**config.mk**
```make
export PLATFORM = sky130hd
export DESIGN_NAME = tmr16_top
export DESIGN_NICKNAME = d
export VERILOG_FILES = /design/src/rtl/tmr16_pkg.sv /design/src/rtl/tmr16_datapath.sv /design/src/rtl/tmr16_ctrl.sv /design/src/rtl/tmr16_top.sv
export SDC_FILE = /design/constraint.sdc
export NUM_CORES = 1
export LEC_CHECK = 0
export BUFFER_PORTS_ARGS = -buffer_cell sky130_fd_sc_hd__clkbuf_2
export CAP_MARGIN = 10
export CORE_MARGIN = 3
export CORE_UTILIZATION = 55
export DETAILED_ROUTE_END_ITERATION = 10
export GPL_ROUTABILITY_DRIVEN = 0
export PLACE_DENSITY = 0.9
export SYNTH_ARGS = -nofsm -noshare
export SYNTH_HDL_FRONTEND = slang
export SYNTH_SLANG_ARGS = --single-unit
```
**constraint.sdc**
```tcl
create_clock -name clk -period 3.8 [get_ports clk]
set_input_delay 0.76 -clock clk [delete_from_list [all_inputs] [get_ports clk]]
set_output_delay 0.76 -clock clk [all_outputs]
set_load 0.01 [all_outputs]
```
**src/rtl/tmr16_pkg.sv**
```systemverilog
package tmr16_pkg;
  localparam int ADDR_W = 3;

  localparam logic [ADDR_W-1:0] ADDR_CTRL = 3'd0;
  localparam logic [ADDR_W-1:0] ADDR_MODE = 3'd1;
  localparam int ADDR_CNT0 = 2;

  localparam int BIT_OVF  = 7;
  localparam int BIT_EXT  = 6;
  localparam int BIT_RXB  = 5;
  localparam int BIT_TXB  = 4;
  localparam int BIT_EXEN = 3;
  localparam int BIT_RUN  = 2;
  localparam int BIT_CSEL = 1;
  localparam int BIT_CAP  = 0;

  typedef struct packed {
    logic inc;
    logic dec;
    logic reload;
    logic setMax;
    logic capture;
  } tmrStrobe_t;
endpackage

```
**src/rtl/tmr16_datapath.sv**
```systemverilog
module tmr16_datapath
  import tmr16_pkg::*;
#(
  parameter int CNT_W = 16
) (
  input  logic                 clk,
  input  logic                 rstN,
  input  tmrStrobe_t           strobe,
  input  logic                 wrEn,
  input  logic [ADDR_W-1:0]    wrAddr,
  input  logic [7:0]           wrData,
  output logic [CNT_W-1:0]     cnt,
  output logic [CNT_W-1:0]     cap,
  output logic                 cntMax,
  output logic                 cntEqCap
);
  localparam int NB = CNT_W / 8;
  localparam int ADDR_CAP0 = ADDR_CNT0 + NB;
  localparam logic [CNT_W-1:0] MAXV = {CNT_W{1'b1}};

  logic [NB-1:0] cntByteWr, capByteWr;
  logic [CNT_W-1:0] cntNext, capNext;
  logic cntWr, capWr;

  for (genvar b = 0; b < NB; b++) begin : g_byteWr
    assign cntByteWr[b] = wrEn && (wrAddr == ADDR_W'(ADDR_CNT0 + b));
    assign capByteWr[b] = wrEn && (wrAddr == ADDR_W'(ADDR_CAP0 + b));
  end

  assign cntWr = |cntByteWr;
  assign capWr = |capByteWr;

  always_comb begin
    cntNext = cnt;
    if (strobe.reload)      cntNext = cap;
    else if (strobe.setMax) cntNext = MAXV;
    else if (strobe.inc)    cntNext = cnt + 1'b1;
    else if (strobe.dec)    cntNext = cnt - 1'b1;
    for (int b = 0; b < NB; b++)
      if (cntByteWr[b]) cntNext[b*8 +: 8] = wrData;
  end

  always_comb begin
    capNext = cap;
    if (strobe.capture) capNext = cnt;
    for (int b = 0; b < NB; b++)
      if (capByteWr[b]) capNext[b*8 +: 8] = wrData;
  end

  always_ff @(posedge clk) begin
    if (!rstN) begin
      cnt <= '0;
      cap <= '0;
    end else begin
      cnt <= cntNext;
      cap <= capNext;
    end
  end

  assign cntMax   = (cnt == MAXV);
  assign cntEqCap = (cnt == cap);

  // a reload strobe moves the capture value into the counter
  p_reload_r4: assert property (@(posedge clk) disable iff (!rstN)
    (strobe.reload && !cntWr && !capWr) |=> (cnt == $past(cap)));

  // an underflow leaves the counter at all ones
  p_underflow_max_r8: assert property (@(posedge clk) disable iff (!rstN)
    (strobe.setMax && !strobe.reload && !cntWr) |=> (cnt == MAXV));

  // a capture strobe records the counter value held before the tick
  p_capture_r5: assert property (@(posedge clk) disable iff (!rstN)
    (strobe.capture && !capWr) |=> (cap == $past(cnt)));
endmodule

```
**src/rtl/tmr16_ctrl.sv**
```systemverilog
module tmr16_ctrl
  import tmr16_pkg::*;
(
  input  logic              clk,
  input  logic              rstN,
  input  logic              tickEn,
  input  logic              cntPin,
  input  logic              trigPin,
  input  logic              dirPin,
  input  logic              wrEn,
  input  logic [ADDR_W-1:0] wrAddr,
  input  logic [7:0]        wrData,
  input  logic              cntMax,
  input  logic              cntEqCap,
  output tmrStrobe_t        strobe,
  output logic [7:0]        ctrlReg,
  output logic              udEn,
  output logic              irq,
  output logic              baudTick
);
  logic cntPrev, trigPrev, preHalf;
  logic baudMode, effUd, cntFall, trigFall, rawTick, countTick, goUp;
  logic ovfEv, unfEv, trigEv, pinAct, reloadOnOvf, ctrlWr;
  logic [7:0] ctrlNext;

  assign baudMode    = ctrlReg[BIT_RXB] | ctrlReg[BIT_TXB];
  assign effUd       = udEn & ~baudMode;
  assign cntFall     = tickEn & cntPrev & ~cntPin;
  assign trigFall    = tickEn & trigPrev & ~trigPin;
  assign rawTick     = ctrlReg[BIT_RUN] & (ctrlReg[BIT_CSEL] ? cntFall : tickEn);
  assign countTick   = rawTick & (~baudMode | preHalf);
  assign goUp        = ~effUd | dirPin;
  assign ovfEv       = countTick & goUp & cntMax;
  assign unfEv       = countTick & ~goUp & cntEqCap;
  assign trigEv      = trigFall & ctrlReg[BIT_EXEN];
  assign pinAct      = ~baudMode & ~effUd;
  assign reloadOnOvf = baudMode | effUd | ~ctrlReg[BIT_CAP];
  assign ctrlWr      = wrEn && (wrAddr == ADDR_CTRL);

  always_comb begin
    strobe.reload  = (ovfEv & reloadOnOvf) | (trigEv & pinAct & ~ctrlReg[BIT_CAP]);
    strobe.setMax  = unfEv;
    strobe.inc     = countTick & goUp & ~(ovfEv & reloadOnOvf);
    strobe.dec     = countTick & ~goUp & ~unfEv;
    strobe.capture = trigEv & pinAct & ctrlReg[BIT_CAP];
  end

  always_comb begin
    ctrlNext = ctrlWr ? wrData : ctrlReg;
    ctrlNext[BIT_OVF] = ctrlNext[BIT_OVF] | ((ovfEv | unfEv) & ~baudMode);
    ctrlNext[BIT_EXT] = (ctrlNext[BIT_EXT] | (trigEv & ~effUd))
                        ^ (effUd & (ovfEv | unfEv));
  end

  always_ff @(posedge clk) begin
    if (!rstN) begin
      ctrlReg  <= '0;
      udEn     <= 1'b0;
      cntPrev  <= 1'b0;
      trigPrev <= 1'b0;
      preHalf  <= 1'b0;
      baudTick <= 1'b0;
    end else begin
      ctrlReg  <= ctrlNext;
      if (wrEn && (wrAddr == ADDR_MODE)) udEn <= wrData[0];
      if (tickEn) begin
        cntPrev  <= cntPin;
        trigPrev <= trigPin;
      end
      if (rawTick && baudMode) preHalf <= ~preHalf;
      baudTick <= ovfEv & baudMode;
    end
  end

  assign irq = ctrlReg[BIT_OVF] | (ctrlReg[BIT_EXT] & ~effUd);

  // no overflow flag is raised while a baud select is on
  p_no_overflow_r7: assert property (@(posedge clk) disable iff (!rstN)
    (baudMode && !ctrlWr && !ctrlReg[BIT_OVF]) |=> !ctrlReg[BIT_OVF]);

  // the baud pulse never lasts two cycles
  p_baud_pulse_r7: assert property (@(posedge clk) disable iff (!rstN)
    baudTick |=> !baudTick);

  // the overflow flag is sticky until a register write
  p_ovf_sticky_r3: assert property (@(posedge clk) disable iff (!rstN)
    (ctrlReg[BIT_OVF] && !ctrlWr) |=> ctrlReg[BIT_OVF]);

  // with the trigger disabled the external flag cannot rise outside direction mode
  p_ext_ignored_r6: assert property (@(posedge clk) disable iff (!rstN)
    (!ctrlReg[BIT_EXEN] && !udEn && !ctrlWr && !ctrlReg[BIT_EXT]) |=> !ctrlReg[BIT_EXT]);
endmodule

```
**src/rtl/tmr16_top.sv**
```systemverilog
module tmr16_top
  import tmr16_pkg::*;
(
  input  logic        clk,
  input  logic        rstN,
  input  logic        tickEn,
  input  logic        cntPin,
  input  logic        trigPin,
  input  logic        dirPin,
  input  logic        wrEn,
  input  logic [2:0]  wrAddr,
  input  logic [7:0]  wrData,
  input  logic [2:0]  rdAddr,
  output logic [7:0]  rdData,
  output logic        ovfFlag,
  output logic        extFlag,
  output logic        irq,
  output logic        baudTick
);
  localparam int CNT_W = 16;
  localparam int NB = CNT_W / 8;
  localparam int ADDR_CAP0 = ADDR_CNT0 + NB;

  tmrStrobe_t strobe;
  logic [7:0] ctrlReg;
  logic udEn, cntMax, cntEqCap;
  logic [CNT_W-1:0] cnt, cap;

  tmr16_ctrl u_ctrl (
    .clk(clk), .rstN(rstN), .tickEn(tickEn), .cntPin(cntPin), .trigPin(trigPin),
    .dirPin(dirPin), .wrEn(wrEn), .wrAddr(wrAddr), .wrData(wrData),
    .cntMax(cntMax), .cntEqCap(cntEqCap), .strobe(strobe), .ctrlReg(ctrlReg),
    .udEn(udEn), .irq(irq), .baudTick(baudTick)
  );

  tmr16_datapath #(.CNT_W(CNT_W)) u_dp (
    .clk(clk), .rstN(rstN), .strobe(strobe), .wrEn(wrEn), .wrAddr(wrAddr),
    .wrData(wrData), .cnt(cnt), .cap(cap), .cntMax(cntMax), .cntEqCap(cntEqCap)
  );

  always_comb begin
    rdData = '0;
    if (rdAddr == ADDR_CTRL) rdData = ctrlReg;
    if (rdAddr == ADDR_MODE) rdData = {7'd0, udEn};
    for (int b = 0; b < NB; b++) begin
      if (rdAddr == ADDR_W'(ADDR_CNT0 + b)) rdData = cnt[b*8 +: 8];
      if (rdAddr == ADDR_W'(ADDR_CAP0 + b)) rdData = cap[b*8 +: 8];
    end
  end

  assign ovfFlag = ctrlReg[BIT_OVF];
  assign extFlag = ctrlReg[BIT_EXT];
endmodule

```
==> After elaboration in Yosys (flattened, before gate mapping) <==
Cells that the tools add are included.
{ "word_totals": {"reg_bits": 45, "out_inout_bits": 12, "wordCells": 99} }
{ "classes": {"n_eq_ne": 12, "addsub": 2, "bitwise": 44, "n_reduce_logical": 13, "n_mux": 17} }
{ "op_table": {"columns": ["op", "n"], "rows": [
  ["8-bit two-way mux", 11],
  ["16-bit two-way mux", 5],
  ["1-bit AND", 24],
  ["16-bit by 1-bit adder with 16-bit output, second input constant", 1],
  ["16-bit == test", 1],
  ["16-bit == test, second input constant", 1],
  ["16-bit by 1-bit subtractor with 16-bit output, second input constant", 1],
  ["3-bit by 2-bit == test with 1-bit output, second input constant", 4],
  ["3-bit == test, second input constant", 4],
  ["1-bit OR", 10],
  ["5-bit nonzero test", 2],
  ["1-bit inverter", 9],
  ["1-bit logical AND", 7],
  ["3-bit by 1-bit == test with 1-bit output, second input constant", 2],
  ["3-bit zero test", 2],
  ["2-bit nonzero test", 2],
  ["1-bit two-way mux", 1],
  ["1-bit bitwise XOR", 1]
]} }

==> Logic depth before layout (Yosys ltp) <==
{ "depth": {"depth_word": 15, "ltp_mapped": 14, "ltp_nobuf": 13} }

==> Cells and area by module <==
From an unflattened synthesis, not the netlist that was laid out.
{ "hier_totals": {"cells_unflattened": 480, "area_unflattened_um2": 3897.5} }
{ "by_module_without_submodules": {"columns": ["mod", "area_per_inst_um2", "cells_per_inst", "seq_area_each_um2", "n_inst"], "rows": [
  ["tmr16_datapath", 2671.3, 325, 640.6, 1],
  ["tmr16_ctrl", 721.9, 76, 260.2, 1],
  ["tmr16_top", 504.2, 79, 0.0, 1]
]} }

==> Least setup slack after synthesis <==
No wires, ideal clock.
{ "synth_timing": {"path_kind": "input to register", "startpoint": "input cntPin", "endpoint": "register u_dp.cnt[14]", "path_stages": 11, "t_arrival_ns": 3.689, "slack_ns": -0.005, "setup_time_ns": 0.116, "path_cell_list": "nand2b_1 a21oi_1 nand4_1 ha_1 nor2b_1 o31a_1 o2111ai_1 a21boi_1 a221oi_2 mux2i_1 a41o_1"} }
{ "synth_via": {"elab_chain_cells": 14} }
{ "synth_rtl": {"columns": ["element", "line", "text"], "rows": [
  ["from (decl)", "tmr16_top.sv:7", "input logic cntPin,"],
  ["1-bit inverter *", "tmr16_ctrl.sv:28", "assign cntFall = tickEn & cntPrev & ~cntPin;"],
  ["1-bit AND *", "tmr16_ctrl.sv:28", null],
  ["1-bit two-way mux *", "tmr16_ctrl.sv:30", "assign rawTick = ctrlReg[BIT_RUN] & (ctrlReg[BIT_CSEL] ? cntFall : tickEn);"],
  ["1-bit AND *", "tmr16_ctrl.sv:30", null],
  ["1-bit AND *", "tmr16_ctrl.sv:31", "assign countTick = rawTick & (~baudMode | preHalf);"],
  ["1-bit AND", "tmr16_ctrl.sv:33, tmr16_ctrl.sv:43", null],
  ["1-bit AND", "tmr16_ctrl.sv:33", "assign ovfEv = countTick & goUp & cntMax;"],
  ["1-bit AND", "tmr16_ctrl.sv:41, tmr16_ctrl.sv:43", null],
  ["1-bit inverter", "tmr16_ctrl.sv:43", "strobe.inc = countTick & goUp & ~(ovfEv & reloadOnOvf);"],
  ["1-bit AND", "tmr16_ctrl.sv:43", null],
  ["16-bit two-way mux", "tmr16_datapath.sv:37", "else if (strobe.inc) cntNext = cnt + 1'b1;"],
  ["16-bit two-way mux", "tmr16_datapath.sv:36", "else if (strobe.setMax) cntNext = MAXV;"],
  ["16-bit two-way mux", "tmr16_datapath.sv:35", "if (strobe.reload) cntNext = cap;"],
  ["8-bit two-way mux", "tmr16_datapath.sv:40", "if (cntByteWr[b]) cntNext[b*8 +: 8] = wrData;"],
  ["to (signal assigned)", "tmr16_datapath.sv:55", "cnt <= cntNext;"],
  ["to (decl)", "tmr16_datapath.sv:12", "output logic [CNT_W-1:0] cnt,"]
]} }
Every way passes the cells marked *; elsewhere a longest branch is shown, timed or not.
A chain may end at the register's enable or synchronous reset.

==> Final worst setup path <==
{ "layout_timing": {"startpoint": "register u_dp.cnt[0]", "endpoint": "register u_dp.cnt[9]"} }
{ "layout_via": {"elab_chain_cells": 9} }
{ "layout_rtl": {"columns": ["element"], "rows": [
  ["branches (longest 9 deep; another with 16-bit by 1-bit subtractor with 16-bit output)"]
]} }
Parallel ways; which one is timed is not known. The select of a mux whose other input is x is not followed.

==> summary.txt <==
STA
  • RSZ-0062 raised after global routing: false
  • Crit share post-route: 96.2%
  • Max Freq: 274 MHz
  • Worst Skew: 7.31 ps
  • Min Tclk post-route: 3650 ps
  • Final setup violating endpoints: 0
  • Slew margin rel.: 29.9%
  • Hold Fails Final Rpt: 0
  • Worst Max-Slew Pin Slew: 1050 ps
  • Setup TNS: 0 ps
  • Slew Viols, Final: 0

Synthesis
  • Number of synthesized flops with an enable pin: 0
  • Mapped Cells: 444
  • Mapped Nets: 481
  • Leading area contributor after synthesis: dfxtp_1
  • Average size of a mapped cell: 8.13 µm²
  • Synth area leaders: dfxtp_1 (25%), mux2i_1 (8.0%), a211oi_1 (5.4%)
  • Top FF cell, synth: dfxtp_1
  • Cell Area, Synth: 3610 µm²
  • Warnings from Yosys: 0
  • Post-synth cell types: 72
  • Post-synth top area share: 25.0%
  • Seq/Total Area, Yosys: 25.0%
  • Synth Register Bits: 45
  • Ys async rst share: 0%

Critical path
  • CP top delay family: compound AO/OA/AOI/OAI gates
  • Crit Reg-Reg Endpoint: u_dp.cnt[9]$_SDFFE_PN0P_
  • R2R Setup Slk: 150 ps
  • Worst path slowest cell: dfxtp_1
  • Worst path cell trace: nand4_1 -> nor4_4 -> nand2_1 -> nand4_1 -> buf_4 -> ha_1 -> a211oi_1 -> o21ai_0 -> a211oi_1 -> o31ai_1 -> xor2_1 -> o221ai_1 -> a31oi_1
  • Critical path class: reg2reg
  • Worst setup SP type: flop
  • CP Data Arrival Time: 3880 ps
  • Critical path depth: 13
  • R2r worst-path depth: 13
  • CP Capture Type: flop
  • Crit Path Max Fanout: 17
  • Critical path buffer and inverter count: 1
  • Critical path's largest stage delay: 500 ps
  • Reg2reg start: u_dp.cnt[0]$_SDFFE_PN0P_
  • WP data required: 4030 ps

Route
  • DR iter-0 viols: 582
  • Routed wire per std cell: 21.2 µm
  • Routed wl met2: 5180 µm
  • DR pass1 iterations: 8
  • Top Metal Used: met4
  • Routed WL: 11600 µm
  • Avg Vias per Cell: 7.24
  • Met3 Routed Length: 1510 µm
  • DRT antenna net count: 0
  • WL met1: 4290 µm
  • Via count: 3963
  • DRC violations left: 0

Power and ir drop
  • Clock power frac: 27.7%
  • Total internal power: 0.742 mW
  • Comb power frac: 27.2%
  • Sequential power share: 45.0%
  • Pwr/cell area: 292 nW/µm²
  • Sw frac: 34.6%
  • Leak: 1.45 nW
  • Sw power: 0.393 mW
  • Max VDD drop: 0.000315 V

Clocking
  • Clock Pin Slew Worst Setup and Hold Paths: 90 ps
  • Maximum clock insertion buffer count: 2
  • Clk_lat worst skew: 320 ps
  • Max H-tree Level: 2
  • Root buf cell: clkbuf_8
  • CTS tree: done
  • Num CTS Buffers: 5
  • Post-CTS Setup Bufs: 0
  • # clock sinks: 45

GRT
  • Antenna violations before repair: 0
  • Largest net degree at the start of global routing: 20
  • Gr ovfl total: 0
  • First-pass GRT wire length: 18000 µm
  • Vias in the first global route: 3546
  • Tot GR Track Use: 30.5%

Worst hold path
  • Worst min path class: reg2reg
  • Hold Path Origin: u_ctrl.preHalf$_SDFFE_PN0P_
  • Hold Path Sink: u_ctrl.preHalf$_SDFFE_PN0P_
  • Hold Path Depth: 2

Floorplan
  • Row count: 28
  • Top Ports: 33
  • Die Ht: 87 µm
  • Core area: 6130 µm²
  • Die area: 7570 µm²
  • Initial core utilization: 58.9%
  • Die width: 87 µm

Placement
  • DP HPWL: 8450 µm
  • Port bufs: 32

Final layout
  • Fillers: 484
  • Share of layout cells above drive strength 1: 15.3%
  • Finished Core Util: 63.4%
  • N_diodes: 0
  • Syn-to-layout area delta: 7.80%
  • Fin nets: 508

Job
  • Max cap viols: 0

Run status
  • Outcome: finished clean
flip-flops by register name (all words and copies together), names as in the netlist:
register	flops
u_ctrl.preHalf	1
u_ctrl.ctrlReg	8
u_ctrl.cntPrev	1
u_ctrl.baudTick	1
u_ctrl.udEn	1
u_ctrl.trigPrev	1
u_dp.cap	16
u_dp.cnt	16
Yosys cell counts, types with 2 or more instances:
library cell	n
dfxtp_1	45
nand2_1	44
nor2_1	44
mux2i_1	29
a21oi_1	27
a211oi_1	26
o21ai_0	25
xnor2_1	21
ha_1	15
clkbuf_1	13
nand3_1	12
nand4_1	12
inv_1	11
a31oi_1	10
a22oi_1	8
o221ai_1	8
nor3_1	6
buf_6	5
nor2b_1	5
xor2_1	5
a21o_1	4
and3_1	4
o22ai_1	4
or3_1	4
buf_4	3
o211ai_1	3
o21a_1	3
and4b_1	2
nor4_1	2
o21bai_1	2
kinds of logic (layout without fill, tap and decap cells):
group           Yosys count  after routing  synth area share (%)
compound gates          141            141                  27.5
mux                      30             30                  8.67
simple gates            150            150                  21.0
buf+inv                  35             63                  5.30
xor+xnor                 27             27                  6.76
flops                    45             45                  25.0
fa+ha+maj                16             16                  5.76
metrics by stage:
step                      total power, mW  setup WS [ps]  hold slack, ps  std cells  cell area (µm²)
after floorplan                     0.732           2.62             445        444             3610
after global placement              0.805            404             463        539             3800
after detailed placement            0.816            289             496        539             3800
after CTS                            1.12            206             507        547             3880
after global routing                 1.17          0.557             543        547             3890
final                                1.13            146             504        547             3890
power groups by stage:
stage	clock (mW)	sequential (mW)	combinational [mW]
floorplan	0	0.514	0.217
global placement	0	0.520	0.286
detailed placement	0	0.521	0.295
CTS	0.309	0.510	0.298
global route	0.326	0.512	0.332
finish	0.315	0.511	0.309
layout make-up:
class,count,area (µm²),share of cell area [%]
clock buffers,5,68.8,1.77
clock inverters,3,17.5,0.450
inverters,12,45.0,1.16
multi-input cells,364,2520,64.8
flip-flops and latches,45,902,23.2
well taps,75,93.8,2.41
repair buffers,43,243,6.24
timing repair:
item,4_1_cts,5_1_grt
resized for setup,0,2
endpoints found under the setup margin,0,2
hold buffers,0,0
cell usage in the layout, fill, tap and decap left out, types with 5 or more instances in the layout:
master | synthesis | layout
a211oi_1 | 26 | 26
a21oi_1 | 27 | 27
a22oi_1 | 8 | 8
a31oi_1 | 10 | 10
buf_4 | 3 | 11
clkbuf_2 | 0 | 32
clkbuf_8 | 1 | 5
dfxtp_1 | 45 | 44
ha_1 | 15 | 15
inv_1 | 11 | 11
mux2i_1 | 29 | 29
nand2_1 | 44 | 44
nand3_1 | 12 | 12
nand4_1 | 12 | 12
nor2_1 | 44 | 44
nor2b_1 | 5 | 5
nor3_1 | 6 | 6
o21ai_0 | 25 | 25
o221ai_1 | 8 | 8
xnor2_1 | 21 | 21
xor2_1 | 5 | 5
worst max path at each step:
| stage | startpoint | to |
|---|---|---|
| 2_1_floorplan | cntPin | u_dp.cnt[14]$_SDFFE_PN0P_ |
| 3_3_place_gp | cntPin | u_dp.cnt[14]$_SDFFE_PN0P_ |
| 3_5_place_dp | cntPin | u_dp.cnt[14]$_SDFFE_PN0P_ |
| 4_1_cts | u_dp.cnt[9]$_SDFFE_PN0P_ | u_dp.cnt[14]$_SDFFE_PN0P_ |
| 5_1_grt | u_dp.cnt[0]$_SDFFE_PN0P_ | u_dp.cnt[9]$_SDFFE_PN0P_ |
| 6_report | u_dp.cnt[0]$_SDFFE_PN0P_ | u_dp.cnt[9]$_SDFFE_PN0P_ |
per-layer routing:
layer  global-route usage [%]  up-vias
met5                        0        -
met4                     14.0        0
met3                     6.91       70
met2                     48.1      327
met1                     39.4     1837
li1                         -     1729
worst register-to-register path: stages (launching register included):
cell and delay, ps:
dfxtp_1 500, nand4_1 240, nor4_4 400, nand2_1 140, nand4_1 120, buf_4 240, ha_1 290, a211oi_1 360
o21ai_0 240, a211oi_1 320, o31ai_1 180, xor2_1 190, o221ai_1 140, a31oi_1 210
(Power assumes the default switching activity.)
